<file path="config.mk">
export PLATFORM = sky130hd
export DESIGN_NAME = ata_taskfile_status
export DESIGN_NICKNAME = d
export VERILOG_FILES = /design/src/rtl/ata_status_pkg.sv /design/src/rtl/ata_status_flags.sv /design/src/rtl/ata_taskfile_bank.sv /design/src/rtl/ata_host_port.sv /design/src/rtl/ata_taskfile_status.sv
export SDC_FILE = /design/constraint.sdc
export NUM_CORES = 1
export LEC_CHECK = 0
export ABC_AREA = 1
export CAP_MARGIN = 20
export CORE_MARGIN = 4
export CORE_UTILIZATION = 48
export DETAILED_ROUTE_END_ITERATION = 12
export PLACE_DENSITY = 0.79
export RECOVER_POWER = 50
export SYNTH_ARGS = -nofsm -noshare
export SYNTH_HDL_FRONTEND = slang
export SYNTH_SLANG_ARGS = --single-unit
</file>
<file path="constraint.sdc">
create_clock -name clk -period 1.8 [get_ports clk]
set_input_delay 0.36 -clock clk [delete_from_list [all_inputs] [get_ports clk]]
set_output_delay 0.36 -clock clk [all_outputs]
set_load 0.01 [all_outputs]
</file>
<file path="src/rtl/ata_status_pkg.sv">
package ata_status_pkg;
  localparam int TF_AW = 4;
  localparam int TF_DW = 8;

  localparam logic [TF_AW-1:0] OFS_SECT   = 4'h3;
  localparam logic [TF_AW-1:0] OFS_CYL_LO = 4'h4;
  localparam logic [TF_AW-1:0] OFS_CYL_HI = 4'h5;
  localparam logic [TF_AW-1:0] OFS_DRVHD  = 4'h6;
  localparam logic [TF_AW-1:0] OFS_STAT   = 4'h7;
  localparam logic [TF_AW-1:0] OFS_ALT    = 4'hE;

  localparam int NUM_TF_REGS = 4;

  typedef struct packed {
    logic busy;
    logic rdy;
    logic dwf;
    logic dsc;
    logic drq;
    logic corr;
    logic err;
  } stat_flags_t;

  function automatic logic [TF_DW-1:0] pack_status(input stat_flags_t f);
    logic [TF_DW-1:0] b;
    if (f.busy) begin
      b = 8'h80;
    end else begin
      b = {1'b0, f.rdy, f.dwf, f.dsc, f.drq, f.corr, 1'b0, f.err};
    end
    return b;
  endfunction
endpackage

</file>
<file path="src/rtl/ata_status_flags.sv">
module ata_status_flags
  import ata_status_pkg::*;
(
  input  logic        clk,
  input  logic        rst,
  input  logic        cmd_accept,
  input  logic        dev_ready,
  input  logic        dev_done,
  input  logic        dev_err,
  input  logic        dev_fault,
  input  logic        dev_corr,
  input  logic        dev_drq,
  input  logic        stat_read,
  output stat_flags_t flags,
  output logic        irq
);
  stat_flags_t f_q;

  always_ff @(posedge clk) begin
    if (rst) begin
      f_q      <= '0;
      f_q.busy <= 1'b1;
    end else begin
      if (cmd_accept) begin
        f_q.busy <= 1'b1;
        f_q.err  <= 1'b0;
        f_q.dwf  <= 1'b0;
        f_q.corr <= 1'b0;
      end
      if (dev_done) begin
        f_q.busy <= 1'b0;
        f_q.err  <= dev_err;
        f_q.dwf  <= dev_fault;
      end
      if (dev_ready) begin
        f_q.busy <= 1'b0;
        f_q.rdy  <= 1'b1;
        f_q.dsc  <= 1'b1;
      end
      if (dev_corr) begin
        f_q.corr <= 1'b1;
      end
      f_q.drq <= dev_drq;
    end
  end

  always_ff @(posedge clk) begin
    if (rst) begin
      irq <= 1'b0;
    end else if (dev_done) begin
      irq <= 1'b1;
    end else if (stat_read) begin
      irq <= 1'b0;
    end
  end

  assign flags = f_q;
endmodule

</file>
<file path="src/rtl/ata_taskfile_bank.sv">
module ata_taskfile_bank
  import ata_status_pkg::*;
#(
  parameter int AW    = TF_AW,
  parameter int DW    = TF_DW,
  parameter int NREGS = NUM_TF_REGS,
  parameter logic [AW-1:0] BASE = OFS_SECT
) (
  input  logic                clk,
  input  logic                rst,
  input  logic                wr_en,
  input  logic [AW-1:0]       addr,
  input  logic [DW-1:0]       wdata,
  input  logic                locked,
  output logic [NREGS*DW-1:0] regs_flat
);
  genvar gi;
  generate
    for (gi = 0; gi < NREGS; gi++) begin : g_reg
      localparam logic [AW-1:0] MY_OFS = BASE + AW'(gi);
      logic [DW-1:0] r_q;
      always_ff @(posedge clk) begin
        if (rst) begin
          r_q <= '0;
        end else if (wr_en && !locked && (addr == MY_OFS)) begin
          r_q <= wdata;
        end
      end
      assign regs_flat[gi*DW +: DW] = r_q;
    end
  endgenerate
endmodule

</file>
<file path="src/rtl/ata_host_port.sv">
module ata_host_port
  import ata_status_pkg::*;
#(
  parameter int AW    = TF_AW,
  parameter int DW    = TF_DW,
  parameter int NREGS = NUM_TF_REGS,
  parameter logic [AW-1:0] BASE = OFS_SECT
) (
  input  logic                clk,
  input  logic                rst,
  input  logic                rd_en,
  input  logic [AW-1:0]       addr,
  input  logic                cmd_accept,
  input  logic [DW-1:0]       wdata,
  input  stat_flags_t         flags,
  input  logic [NREGS*DW-1:0] regs_flat,
  input  logic                dma_in,
  output logic [DW-1:0]       rdata,
  output logic                dma_out,
  output logic                cmd_valid,
  output logic [DW-1:0]       cmd_code
);
  logic [DW-1:0] rd_mux;

  always_comb begin
    rd_mux = '0;
    if (addr == OFS_STAT || addr == OFS_ALT) begin
      rd_mux = pack_status(flags);
    end
    for (int i = 0; i < NREGS; i++) begin
      if (addr == BASE + AW'(i)) begin
        rd_mux = regs_flat[i*DW +: DW];
      end
    end
  end

  always_ff @(posedge clk) begin
    if (rst) begin
      rdata <= '0;
    end else if (rd_en) begin
      rdata <= rd_mux;
    end
  end

  always_ff @(posedge clk) begin
    if (rst) begin
      dma_out   <= 1'b0;
      cmd_valid <= 1'b0;
      cmd_code  <= '0;
    end else begin
      dma_out   <= dma_in && (flags.busy || flags.drq);
      cmd_valid <= cmd_accept;
      if (cmd_accept) begin
        cmd_code <= wdata;
      end
    end
  end
endmodule

</file>
<file path="src/rtl/ata_taskfile_status.sv">
module ata_taskfile_status
  import ata_status_pkg::*;
#(
  parameter int AW = TF_AW,
  parameter int DW = TF_DW,
  localparam int HEAD_W = 4,
  localparam int LBA_W  = HEAD_W + 3*DW
) (
  input  logic              clk,
  input  logic              rst,
  input  logic              host_rd,
  input  logic              host_wr,
  input  logic [AW-1:0]     host_addr,
  input  logic [DW-1:0]     host_wdata,
  output logic [DW-1:0]     host_rdata,
  output logic              host_irq,
  input  logic              dev_ready,
  input  logic              dev_done,
  input  logic              dev_err,
  input  logic              dev_fault,
  input  logic              dev_corr,
  input  logic              dev_drq,
  input  logic              dma_req_in,
  output logic              dma_req_out,
  output logic              cmd_valid,
  output logic [DW-1:0]     cmd_code,
  output logic [LBA_W-1:0]  lba_addr,
  output logic              lba_mode
);
  localparam int NREGS = NUM_TF_REGS;

  stat_flags_t           flags;
  logic [NREGS*DW-1:0]   regs_flat;
  logic                  cmd_accept;
  logic                  stat_read;
  logic                  st_busy;
  logic                  st_drq;
  logic [DW-1:0]         r_sect, r_cyl_lo, r_cyl_hi, r_drvhd;

  assign st_busy    = flags.busy;
  assign st_drq     = flags.drq;
  assign cmd_accept = host_wr && (host_addr == OFS_STAT) && !flags.busy;
  assign stat_read  = host_rd && (host_addr == OFS_STAT);

  ata_status_flags u_flags (
    .clk       (clk),
    .rst       (rst),
    .cmd_accept(cmd_accept),
    .dev_ready (dev_ready),
    .dev_done  (dev_done),
    .dev_err   (dev_err),
    .dev_fault (dev_fault),
    .dev_corr  (dev_corr),
    .dev_drq   (dev_drq),
    .stat_read (stat_read),
    .flags     (flags),
    .irq       (host_irq)
  );

  ata_taskfile_bank #(.AW(AW), .DW(DW), .NREGS(NREGS), .BASE(OFS_SECT)) u_bank (
    .clk      (clk),
    .rst      (rst),
    .wr_en    (host_wr),
    .addr     (host_addr),
    .wdata    (host_wdata),
    .locked   (flags.busy),
    .regs_flat(regs_flat)
  );

  ata_host_port #(.AW(AW), .DW(DW), .NREGS(NREGS), .BASE(OFS_SECT)) u_port (
    .clk       (clk),
    .rst       (rst),
    .rd_en     (host_rd),
    .addr      (host_addr),
    .cmd_accept(cmd_accept),
    .wdata     (host_wdata),
    .flags     (flags),
    .regs_flat (regs_flat),
    .dma_in    (dma_req_in),
    .rdata     (host_rdata),
    .dma_out   (dma_req_out),
    .cmd_valid (cmd_valid),
    .cmd_code  (cmd_code)
  );

  assign r_sect   = regs_flat[0*DW +: DW];
  assign r_cyl_lo = regs_flat[1*DW +: DW];
  assign r_cyl_hi = regs_flat[2*DW +: DW];
  assign r_drvhd  = regs_flat[3*DW +: DW];

  assign lba_addr = {r_drvhd[HEAD_W-1:0], r_cyl_hi, r_cyl_lo, r_sect};
  assign lba_mode = r_drvhd[6];
endmodule

</file>
==> impl_metrics.json <==
{
  "min_to": "u_bank.g_reg[3].r_q[4]$_SDFFE_PP0P_",
  "core_area_sq_mm": 0.00527,
  "cts_hold_buf": 0,
  "hold_class": "reg2reg",
  "synthDistinctLibCells": 23,
  "post_cts_buffers": 0,
  "met3_length_um": 713,
  "post-route-period-util": 0.927,
  "io_pins": 71,
  "cts-resized-gates": 0,
  "layout_common_cells": "nand2_1 (63), dfxtp_1 (57), clkdlybuf4s50_1 (49), inv_1 (46), a21oi_1 (42)",
  "dr.first_iter.drc_count": 218,
  "r2r-start": "u_flags.flags[6]$_SDFFE_PP1P_",
  "start_kind": "flip-flop",
  "wl_met2_um": 3370,
  "grt_first_pass_wirelength_um": 11900,
  "wl_met1_um": 3190,
  "ys_seq_area_frac": 0.425,
  "start_util": 0.509,
  "antenna_left": 0,
  "dieWidth_um": 82.8,
  "final.min_clock_period_ps": 1670,
  "numCtsBuffers": 9,
  "p_per_area_mw_per_mm2": 776,
  "p_leak_uw": 0.00145,
  "worstReg2RegEnd": "u_bank.g_reg[0].r_q[1]$_SDFFE_PP0P_",
  "grt_usage": 0.238,
  "path_cells": "dlygate4sd3_1",
  "cts.reportedPaths.clkPinSlew_ps": 60,
  "nets": 460,
  "clk_latency_ps": 340,
  "grt_pass1_vias": 2517,
  "vias_per_cell": 5.12,
  "rows": 26,
  "htree_levels": 3,
  "drcViolationCount": 0,
  "setup_viol": 0,
  "final_common_cell": "nand2_1",
  "clock_path_buffers": 2,
  "syn-cell-area_sq_mm": 0.00268,
  "hold_start": "u_bank.g_reg[3].r_q[4]$_SDFFE_PP0P_",
  "arrival_ps": 1310,
  "cts_sinks": 57,
  "drt_wl_total_um": 7450,
  "die_area_sq_mm": 0.00685,
  "yosysWarnings": 0,
  "critPathKind": "reg2out",
  "yosys_register_bits": 57,
  "skew_ps": 8.36,
  "cts_tree": "yes",
  "peakVddDrop_uv": 599,
  "cp_max_fo": 3,
  "hold_viol": 0,
  "topRoutingLayerUsed": "met4",
  "status": "finished clean",
  "place.gp.congestion": 0.930,
  "grt_max_degree": 26,
  "worstPathRequired_ps": 1440,
  "slew_headroom": 0.469,
  "holdWs_ps": 441,
  "utilization": 0.676,
  "rsz0062_at_grt": "no",
  "drt_pass1_iterations": 4,
  "cp-end-kind": "primary output",
  "layout-drive-gt1-share": 0.116,
  "grt_overflow_total": 0,
  "syn-instance-count": 372,
  "setup_tns_ps": 0,
  "synthesis.nets": 395,
  "worstMarginPinSlew_ps": 796,
  "max_stage_delay_ps": 620,
  "insertedDiodeCount": 0,
  "port_buffers": 70,
  "power_uw": 2760,
  "whs_path_depth": 2,
  "worst-path-buf-inv": 1,
  "hpwl_um": 5660,
  "cts-root-buf": "clkbuf_8",
  "maxCapViolCount": 0,
  "die_h_um": 82.8,
  "drt-wirelength-per-cell_um": 14.6,
  "worstRegToRegCells": 5,
  "slowest_stage": "dlygate4sd3_1",
  "reg2reg_slack_ps": 330,
  "cp_top_family": "buffers and inverters",
  "antenna_found_initial": 0,
  "max_freq_ghz": 0.599,
  "slew_violations": 0,
  "vias": 2616,
  "syn_avg_cell_area_sq_um": 7.21,
  "syn_to_final_growth_pct": 32.7
}
## cell usage after synthesis (all sizes together)
master | instances | area share
a21oi | 44 | 0.085
buf | 37 | 0.10
clkbuf | 6 | 0.0084
clkinv | 2 | 0.0033
dfxtp | 57 | 0.43
inv | 47 | 0.066
nand2 | 66 | 0.095
nand3 | 35 | 0.069
nand4 | 8 | 0.019
nor2 | 33 | 0.052
nor3 | 2 | 0.0098
o21ai | 34 | 0.063
o31ai | 1 | 0.0028
## per-stage QoR
stage               cells  setup WS, ps  cell area [sq um]
CTS                   511           144               3590
detailed placement    496          -120               3390
global route          511          36.2               3560
global placement      496         -76.7               3390
floorplan             372           479               2680
finish                511           131               3560
## layout make-up
| cell class | count | area, sq um |
|---|---|---|
| Fill cell | 481 | 1710 |
| Sequential cell | 57 | 1140 |
| Multi-Input combinational cell | 223 | 1050 |
| Timing Repair Buffer | 97 | 897 |
| Inverter | 49 | 185 |
| Clock buffer | 12 | 155 |
| Tap cell | 70 | 87.6 |
| Clock inverter | 3 | 40.0 |
## tightest hold or removal path: stages, from the launching register on
cell	delay [ps]
dfxtp_1	310
inv_1	40
a21oi_1	50
## where the power goes
part	switching, uW	total, uW	internal, uW
clock	475	1180	702
combinational	155	282	126
sequential	18.1	1300	1290
## layer usage
metal | vias up | track usage
met1 | 1192 | 0.301
met2 | 115 | 0.377
li1 | 1294 | -
met3 | 15 | 0.0835
met4 | 0 | 0.0784
met5 | - | 0
## registers in the layout (all words and copies together), names as in the netlist
register,count
u_bank.g.r_q,32
u_port.cmd_code,8
u_port.rdata,8
u_flags.flags,6
u_flags.irq,1
u_port.cmd_valid,1
u_port.dma_out,1
## kinds of logic (layout without fill, tap and decap cells)
logic type             after synthesis  in the layout  synth area share
AOI/OAI and AO/OA                   79             79             0.151
buffers and inverters               92            161             0.179
DFF                                 57             57             0.425
and+or+nand+nor                    144            144             0.244
## how the worst max path moves through the flow
stage,depth (start not counted),startpoint,slack [ps],end
final,1,u_bank.g_reg[2].r_q[0]$_SDFFE_PP0P_,130,lba_addr[16]
after detailed placement,8,host_addr[1],-120,u_port.rdata[7]$_SDFFE_PP0P_
after floorplan,7,u_flags.flags[6]$_SDFFE_PP1P_,480,u_port.cmd_code[2]$_SDFFE_PP0P_
after global placement,8,host_addr[1],-80,u_port.rdata[7]$_SDFFE_PP0P_
after CTS,1,u_bank.g_reg[0].r_q[1]$_SDFFE_PP0P_,140,lba_addr[1]
after global routing,8,host_addr[3],40,u_port.rdata[2]$_SDFFE_PP0P_
Note: power is estimated with default switching activity, not from simulation.
